File: src/rtl/modem_pkg.sv
package modem_pkg;
  // number of modem handshake lines on each side
  localparam int LINE_CNT = 4;
  // bit positions inside the level and change vectors; the status register
  // places levels in [7:4] and change flags in [3:0] in this same order
  localparam int IDX_CTS = 0;
  localparam int IDX_DSR = 1;
  localparam int IDX_RI  = 2;
  localparam int IDX_DCD = 3;
  // control register field positions
  localparam int CB_DTR  = 0;
  localparam int CB_RTS  = 1;
  localparam int CB_AUX1 = 2;
  localparam int CB_AUX2 = 3;
  localparam int CB_LOOP = 4;
  localparam int CTRL_W  = 5;

  typedef struct packed {
    logic ctrlWr;   // load control register this cycle
    logic statClr;  // status read: clear change flags at this edge
    logic selStat;  // read mux selects status register
  } strobe_t;
endpackage

File: src/rtl/modem_sync.sv
module modem_sync #(
  parameter int WIDTH = 4,
  parameter int STAGES = 2,
  parameter logic [WIDTH-1:0] RST_VAL = '1
) (
  input  logic             clk,
  input  logic             rstN,
  input  logic [WIDTH-1:0] asyncIn,
  output logic [WIDTH-1:0] syncOut
);
  logic [STAGES-1:0][WIDTH-1:0] chain;

  always_ff @(posedge clk or negedge rstN) begin
    if (!rstN) begin
      chain <= {STAGES{RST_VAL}};
    end else begin
      chain[0] <= asyncIn;
      for (int s = 1; s < STAGES; s++) begin
        chain[s] <= chain[s-1];
      end
    end
  end

  assign syncOut = chain[STAGES-1];
endmodule

File: src/rtl/modem_ctl.sv
module modem_ctl
  import modem_pkg::*;
(
  input  logic    wrEn,
  input  logic    rdEn,
  input  logic    regSel,
  output strobe_t strb
);
  always_comb begin
    strb.ctrlWr  = wrEn & ~regSel;
    strb.statClr = rdEn & regSel;
    strb.selStat = regSel;
  end
endmodule

File: src/rtl/modem_dp.sv
module modem_dp
  import modem_pkg::*;
#(
  parameter int SYNC_STAGES = 2,
  parameter int DATA_W = 8
) (
  input  logic                clk,
  input  logic                rstN,
  input  strobe_t             strb,
  input  logic [LINE_CNT-1:0] rawN,      // {dcdN, riN, dsrN, ctsN}
  input  logic [DATA_W-1:0]   wrData,
  output logic [LINE_CNT-1:0] ctrlPinsN, // {out2N, out1N, rtsN, dtrN}
  output logic [DATA_W-1:0]   rdData,
  output logic                anyDelta
);
  localparam int STAT_W = 2 * LINE_CNT;
  localparam int PAD_W  = DATA_W - CTRL_W;

  logic [LINE_CNT-1:0] syncN;
  logic [CTRL_W-1:0]   ctrlReg;
  logic [LINE_CNT-1:0] loopLvl;
  logic [LINE_CNT-1:0] curLvl;
  logic [LINE_CNT-1:0] prevLvl;
  logic [LINE_CNT-1:0] evt;
  logic [LINE_CNT-1:0] deltaReg;
  logic [STAT_W-1:0]   statusVal;
  logic                unusedWrBits;

  modem_sync #(
    .WIDTH  (LINE_CNT),
    .STAGES (SYNC_STAGES),
    .RST_VAL({LINE_CNT{1'b1}})
  ) i_sync (
    .clk    (clk),
    .rstN   (rstN),
    .asyncIn(rawN),
    .syncOut(syncN)
  );

  // control register
  always_ff @(posedge clk or negedge rstN) begin
    if (!rstN) begin
      ctrlReg <= '0;
    end else if (strb.ctrlWr) begin
      ctrlReg <= wrData[CTRL_W-1:0];
    end
  end
  assign unusedWrBits = ^wrData[DATA_W-1:CTRL_W];

  assign ctrlPinsN = ~ctrlReg[CB_AUX2:CB_DTR];

  // loopback routing of the control bits onto the status levels
  always_comb begin
    loopLvl          = '0;
    loopLvl[IDX_CTS] = ctrlReg[CB_RTS];
    loopLvl[IDX_DSR] = ctrlReg[CB_DTR];
    loopLvl[IDX_RI]  = ctrlReg[CB_AUX1];
    loopLvl[IDX_DCD] = ctrlReg[CB_AUX2];
  end

  assign curLvl = ctrlReg[CB_LOOP] ? loopLvl : ~syncN;

  // per-line change detection: ring reports only its trailing edge
  generate
    for (genvar i = 0; i < LINE_CNT; i++) begin : g_edge
      if (i == IDX_RI) begin : g_trail
        assign evt[i] = prevLvl[i] & ~curLvl[i];
      end else begin : g_any
        assign evt[i] = prevLvl[i] ^ curLvl[i];
      end
    end
  endgenerate

  always_ff @(posedge clk or negedge rstN) begin
    if (!rstN) begin
      prevLvl  <= '0;
      deltaReg <= '0;
    end else begin
      prevLvl  <= curLvl;
      deltaReg <= (deltaReg & ~{LINE_CNT{strb.statClr}}) | evt;
    end
  end

  assign statusVal = {curLvl, deltaReg};
  assign rdData    = strb.selStat ? statusVal : {{PAD_W{1'b0}}, ctrlReg};
  assign anyDelta  = |deltaReg;


  sticky_delta_chk: assert property (@(posedge clk) disable iff (!rstN)
    !strb.statClr |=> ((deltaReg & $past(deltaReg)) == $past(deltaReg)));


  read_clears_chk: assert property (@(posedge clk) disable iff (!rstN)
    (strb.statClr && evt == '0) |=> (deltaReg == '0));


  event_kept_chk: assert property (@(posedge clk) disable iff (!rstN)
    (evt != '0) |=> ((deltaReg & $past(evt)) == $past(evt)));


  ring_start_quiet_chk: assert property (@(posedge clk) disable iff (!rstN)
    (curLvl[IDX_RI] && !prevLvl[IDX_RI] && !deltaReg[IDX_RI]) |=> !deltaReg[IDX_RI]);


  reserved_zero_chk: assert property (@(posedge clk) disable iff (!rstN)
    !strb.selStat |-> (rdData[DATA_W-1:CTRL_W] == '0));


  loop_route_chk: assert property (@(posedge clk) disable iff (!rstN)
    (ctrlReg[CB_LOOP] && strb.selStat) |->
      (rdData[STAT_W-1:LINE_CNT] == {~ctrlPinsN[3], ~ctrlPinsN[2], ~ctrlPinsN[0], ~ctrlPinsN[1]}));
endmodule

File: src/rtl/modem_status_ctl.sv
module modem_status_ctl
  import modem_pkg::*;
#(
  parameter int SYNC_STAGES = 2
) (
  input  logic       clk,
  input  logic       rstN,
  input  logic       ctsN,
  input  logic       dsrN,
  input  logic       riN,
  input  logic       dcdN,
  input  logic       wrEn,
  input  logic       rdEn,
  input  logic       regSel,
  input  logic [7:0] wrData,
  output logic [7:0] rdData,
  output logic       dtrN,
  output logic       rtsN,
  output logic       out1N,
  output logic       out2N,
  output logic       changeFlag
);
  strobe_t             strb;
  logic [LINE_CNT-1:0] pinsN;

  modem_ctl i_ctl (
    .wrEn  (wrEn),
    .rdEn  (rdEn),
    .regSel(regSel),
    .strb  (strb)
  );

  modem_dp #(
    .SYNC_STAGES(SYNC_STAGES),
    .DATA_W     (8)
  ) i_dp (
    .clk      (clk),
    .rstN     (rstN),
    .strb     (strb),
    .rawN     ({dcdN, riN, dsrN, ctsN}),
    .wrData   (wrData),
    .ctrlPinsN(pinsN),
    .rdData   (rdData),
    .anyDelta (changeFlag)
  );

  assign {out2N, out1N, rtsN, dtrN} = pinsN;


  flag_drop_chk: assert property (@(posedge clk) disable iff (!rstN)
    $fell(changeFlag) |-> $past(strb.statClr));


  status_write_ignored_chk: assert property (@(posedge clk) disable iff (!rstN)
    (wrEn && regSel) |=> $stable(pinsN));
endmodule

File: config.mk
export PLATFORM = sky130hd
export DESIGN_NAME = modem_status_ctl
export DESIGN_NICKNAME = d
export VERILOG_FILES = /design/src/rtl/modem_pkg.sv /design/src/rtl/modem_sync.sv /design/src/rtl/modem_ctl.sv /design/src/rtl/modem_dp.sv /design/src/rtl/modem_status_ctl.sv
export SDC_FILE = /design/constraint.sdc
export NUM_CORES = 1
export LEC_CHECK = 0
export ABC_AREA = 1
export ABC_CLOCK_PERIOD_IN_PS = 800
export BUFFER_PORTS_ARGS = -buffer_cell sky130_fd_sc_hd__clkbuf_2
export CAP_MARGIN = 20
export CELL_PAD_IN_SITES_DETAIL_PLACEMENT = 1
export CELL_PAD_IN_SITES_GLOBAL_PLACEMENT = 1
export CORE_ASPECT_RATIO = 0.9
export CORE_MARGIN = 2
export CORE_UTILIZATION = 33
export CTS_BUF_LIST = sky130_fd_sc_hd__clkbuf_2
export DETAILED_ROUTE_END_ITERATION = 16
export PLACE_DENSITY = 0.84
export SYNTH_ARGS = -nofsm -noshare
export SYNTH_HDL_FRONTEND = slang
export SYNTH_SLANG_ARGS = --single-unit
export TNS_END_PERCENT = 30
File: constraint.sdc
create_clock -name clk -period 0.8 [get_ports clk]
set_input_delay 0.12 -clock clk [delete_from_list [all_inputs] [get_ports clk]]
set_output_delay 0.12 -clock clk [all_outputs]
set_load 0.005 [all_outputs]
== Yosys cells after proc, flatten, opt, wreduce, memory -nomap -nowiden ==
Cells that the tools add are included.

* Mux-type cells: 2
* Bitwise operators: 13
* Reductions and logical operators: 1

{| class="wikitable"
|+ Operators with widths
! cell !! number
|-
| inverter 4 bit || 3
|-
| 2-to-1 mux 8 bit || 1
|-
| bitwise AND 4 bit || 1
|-
| 2-to-1 mux 4 bit || 1
|-
| bitwise OR 4 bit || 1
|-
| OR reduction 4 bit || 1
|-
| bitwise AND 1 bit || 3
|-
| bitwise XOR 1 bit || 3
|-
| inverter 1 bit || 2
|}

* Register bits after elaboration: 21
* Output and inout port bits: 13

== Depth between registers and ports, before layout ==
* Depth after elaboration: 5
* Gate-level depth with buffers: 5
* Gate-level depth less buffers: 4

== Cells and area by module ==
From an unflattened synthesis, not the netlist that was laid out.

* Cell total of the unflattened synthesis: 103
* Area, all modules: 917.1 sq um

{| class="wikitable"
|+ By module, submodules not included
! module !! times used !! cells an instance !! area each (sq um) !! sequential area each (sq um)
|-
| modem_dp || 1 || 86 || 654.4 || 325.3
|-
| modem_sync || 1 || 12 || 240.2 || 210.2
|-
| modem_ctl || 1 || 5 || 22.5 || 0.0
|}

== Worst setup path after synthesis ==
Ideal clock, no wire load.

* Kind: register to register
* Start point: reg i_dp.ctrlReg[4]
* End point: reg i_dp.deltaReg[3]
* Library setup time: 0.124 ns
* Arrival time: 0.776 ns
* Setup slack: -0.100 ns
* Stages on the path, launching flop included: 6
* Buffers on the path: 1
* Clock period less this slack: 0.900 ns
* Cells stage by stage: dfrtp_1 buf_6 inv_2 nand2_1 nand3b_1 nand3_1

* Longest elaborated chain between the ends: 3

{| class="wikitable"
|+ Ends and longest elaborated chain
! what !! line !! RTL
|-
| start, declared || modem_dp.sv:20 || <nowiki>logic [CTRL_W-1:0] ctrlReg;</nowiki>
|-
| start signal, assigned || modem_dp.sv:45 || <nowiki>ctrlReg <= wrData[CTRL_W-1:0];</nowiki>
|-
| 2-to-1 mux 4 bit || modem_dp.sv:61 || <nowiki>assign curLvl = ctrlReg[CB_LOOP] ? loopLvl : ~syncN;</nowiki>
|-
| bitwise XOR 1 bit || modem_dp.sv:69 || <nowiki>assign evt[i] = prevLvl[i] ^ curLvl[i];</nowiki>
|-
| bitwise OR 4 bit || modem_dp.sv:80 || <nowiki>deltaReg <= (deltaReg & ~{LINE_CNT{strb.statClr}}) | evt;</nowiki>
|-
| end signal, assigned || modem_dp.sv:80 ||
|-
| end, declared || modem_dp.sv:25 || <nowiki>logic [LINE_CNT-1:0] deltaReg;</nowiki>
|}

No other way between the ends.
A chain may end at the register's enable or synchronous reset.

== Final worst setup path ==
* Start point: reg i_dp.ctrlReg[4]
* End point: out rdData[6]

* Longest elaborated chain between the ends: 2

{| class="wikitable"
|+ Ends and longest elaborated chain
! what !! line !! RTL
|-
| 2-to-1 mux 4 bit || modem_dp.sv:61 ||
|-
| net i_dp.curLvl[2] || modem_dp.sv:22 || <nowiki>logic [LINE_CNT-1:0] curLvl;</nowiki>
|-
| 2-to-1 mux 8 bit || modem_dp.sv:85 || <nowiki>assign rdData = strb.selStat ? statusVal : {{PAD_W{1'b0}}, ctrlReg};</nowiki>
|-
| end, declared || modem_status_ctl.sv:16 || <nowiki>output logic [7:0] rdData,</nowiki>
|}

The timed path passes the listed nets, and every way through them passes these cells.

==> summary.md <==
| Metric | Value |
|---|---|
| Worst min path class | `in -> reg` |
| NumNets Final | `172` |
| H-tree levels | `1` |
| Required @ worst endpoint | `680 ps` |
| Crit Path Class | `reg -> out` |
| CTS max path bufs | `2` |
| Slowest cell on the critical path | `dfrtp_2` |
| Place WS | `-381 ps` |
| Period utilization | `191%` |
| Fin Clk Skew | `12.3 ps` |
| Reg clk slew, reported paths | `230 ps` |
| Antenna cells | `0` |
| Final worst path period need | `1520 ps` |
| Syn Area/Cell | `9.29 um2` |
| CP bufs+invs | `2` |
| Footprint of the multi-input gates | `359 um2` |
| Clock root buffer | `clkbuf_2` |
| Vias | `885` |
| Core Rows | `17` |
| Fmax | `656 MHz` |
| Fill cell count | `280` |
| Final WL | `3090 um` |
| Worst-Skew Late Latency | `340 ps` |
| Warning count from the yosys run | `0` |
| GR Util met2 | `31.6%` |
| Die width | `58.2 um` |
| Vias per Instance | `4.86` |
| RD Place Congestion | `0.823` |
| CP Max Fanout | `8` |
| Yosys top cell area share | `37.2%` |
| Slew Limit Fails | `0` |
| Area leader, netlist | `dfrtp_1` |
| Power per Cell Area | `1910 nW/um2` |
| Core area | `2490 um2` |
| Failing checks | `setup timing` |
| Remaining antenna violation count | `0` |
| Final Hold Vio Count | `0` |
| Dpl cells | `158` |
| RSZ-0062 raised after global routing | `yes` |
| Overall power | `2810 uW` |
| Vias in the first global route | `891` |
| Startpoint Class | `register` |
| Largest net degree at the start of global routing | `22` |
| Slew margin rel. | `79.6%` |
| Crit end category | `primary output` |
| IO Count | `30` |
| Cell family with most CP delay | `flip-flops` |
| Synth Cell Area | `873 um2` |
| Iteration-0 DRC Markers | `13` |
| DIE HEIGHT | `52.8 um` |
| Leakage | `0.000745 uW` |
| Area grow syn2layout | `68.3%` |
| Register bit total from synthesis | `21` |
| Total GRT Usage | `18.2%` |
| Met3 GRT Util | `5.43%` |
| Worst path max stage delay | `550 ps` |
| Worst EP arrival | `1400 ps` |
| Drc violations | `0` |
| CTS Buf Count | `3` |
| Dpl hpwl | `1620 um` |
| Die area | `3070 um2` |
| Hold Slack | `18.3 ps` |
| Status | `finished, violations left` |
| Sequential area share after synthesis | `61.3%` |
| PortBufs | `26` |
| Ranking of synthesized cells by area | `dfrtp_1 (37%), dfstp_2 (24%), nand2_1 (11%)` |
| Setup slack after layout | `-724 ps` |
| Grt met1 use | `22.6%` |
| Post-synth cell types | `16` |
| CTS tree | `yes` |
| Initial Util | `35.1%` |
| First-pass GRT wire length | `4020 um` |
| Worst slew pin tran | `306 ps` |
| Synthesized instance count | `94` |
| Number of setup violations in the final report | `24` |
| Layout cells sized above 1 | `58.4%` |
| Post-synth net total | `111` |
| Wire per inst | `17.0 um` |
| Storage element area | `537 um2` |
| GR peak layer | `met2` |
| Number of antenna violations at the first check in global routing | `0` |
| # clock sinks | `21` |
| Fin cells | `182` |
| Crit path cell chain | `buf_6, nand2_2, o21ai_2, and2_1, clkbuf_2` |
| Max_cap viols | `0` |
| 1st-pass router iterations | `4` |
| Maximum VDD drop | `1290 uV` |
| GRT overflow | `0` |
-- sequential cells by signal, summed over array words and instances, names as in the netlist --
signal	count
i_dp.deltaReg	4
i_dp.ctrlReg	5
i_dp.i_sync.syncOut	4
i_dp.prevLvl	4
i_dp.i_sync.chain	4
-- synth_stat cells --
cell type	instances
a21oi_1	5
and2_1	1
buf_2	1
buf_6	1
dfrtp_1	13
dfstp_2	8
inv_1	10
inv_2	2
nand2_1	25
nand2_2	1
nand2_4	1
nand3_1	6
nand3b_1	3
nor2_1	9
o21ai_0	6
o21ai_2	2
-- area by class of cell --
class / count / area share [%]
Sequential cell: 21 / 36.5
Tap cell: 28 / 2.38
Multi-Input combinational cell: 59 / 24.4
Timing Repair Buffer: 58 / 31.7
Clock inverter: 1 / 0.511
Clock buffer: 3 / 1.02
Inverter: 12 / 3.40
-- per-layer routing --
layer,up-vias,wire length [um]
li1,415,-
met1,443,1250
met2,23,1680
met3,4,112
met4,0,38
met5,-,0
-- path summary, 6_finish.rpt --
kind                                     endpoint                  from  slack (ps)  cells after the start
setup / recovery                        rdData[6]       i_dp.ctrlReg[4]        -720                      5
hold / removal                    i_dp.ctrlReg[2]             wrData[2]          20                      3
setup reg to reg                 i_dp.deltaReg[0]       i_dp.ctrlReg[4]        -470                      6
hold reg to reg            i_dp.i_sync.syncOut[3]  i_dp.i_sync.chain[3]         370                      0
max in group asynchronous  i_dp.i_sync.syncOut[1]                  rstN         350                      3
min in group asynchronous         i_dp.ctrlReg[1]                  rstN         210                      3
-- stage by stage --
| step | cell area, um2 | setup TNS (ps) | util (%) |
|---|---|---|---|
| final | 1470 | -9610 | 59.1 |
| after global routing | 1470 | -11510 | 59.1 |
| after CTS | 1340 | -8310 | 53.9 |
| after detailed placement | 1130 | -3630 | 45.5 |
| after global placement | 1130 | -3050 | 45.5 |
| after floorplan | 881 | -496 | - |
-- cells in the final DEF (no fill, tap or decap), types with 7 or more instances in the layout --
| master | instances |
|---|---|
| clkbuf_2 | 19 |
| nor2_1 | 7 |
| buf_6 | 15 |
| dlygate4sd3_1 | 7 |
| buf_4 | 13 |
| nand2_4 | 7 |
| dfrtp_1 | 12 |
| dfstp_2 | 8 |
| inv_2 | 7 |
| nand2_1 | 17 |
-- timing repair --
item,in CTS,in global routing
hold buffers,7,0
hold endpoints to repair,27,0
resized for setup,28,30
pin swaps,8,8
setup buffers,6,11
endpoints found under the setup margin,23,24
-- worst min-delay path, stage by stage --
cell      delay [ps]
clkbuf_2          80
nor2_1           100
a21oi_1           50
-- where the power goes --
part | switching [uW] | internal (uW) | total (uW)
clock | 361 | 116 | 477
sequential | 122 | 1210 | 1330
combinational | 453 | 544 | 997
total | 936 | 1870 | 2810
-- logic make-up after synthesis --
logic type | count (synthesis) | synth area share (%)
DFF | 21 | 61.3
and+or+nand+nor | 46 | 23.4
buffers and inverters | 14 | 7.02
AOI/OAI and AO/OA | 13 | 8.31
Note: power is estimated with default switching activity, not from simulation.
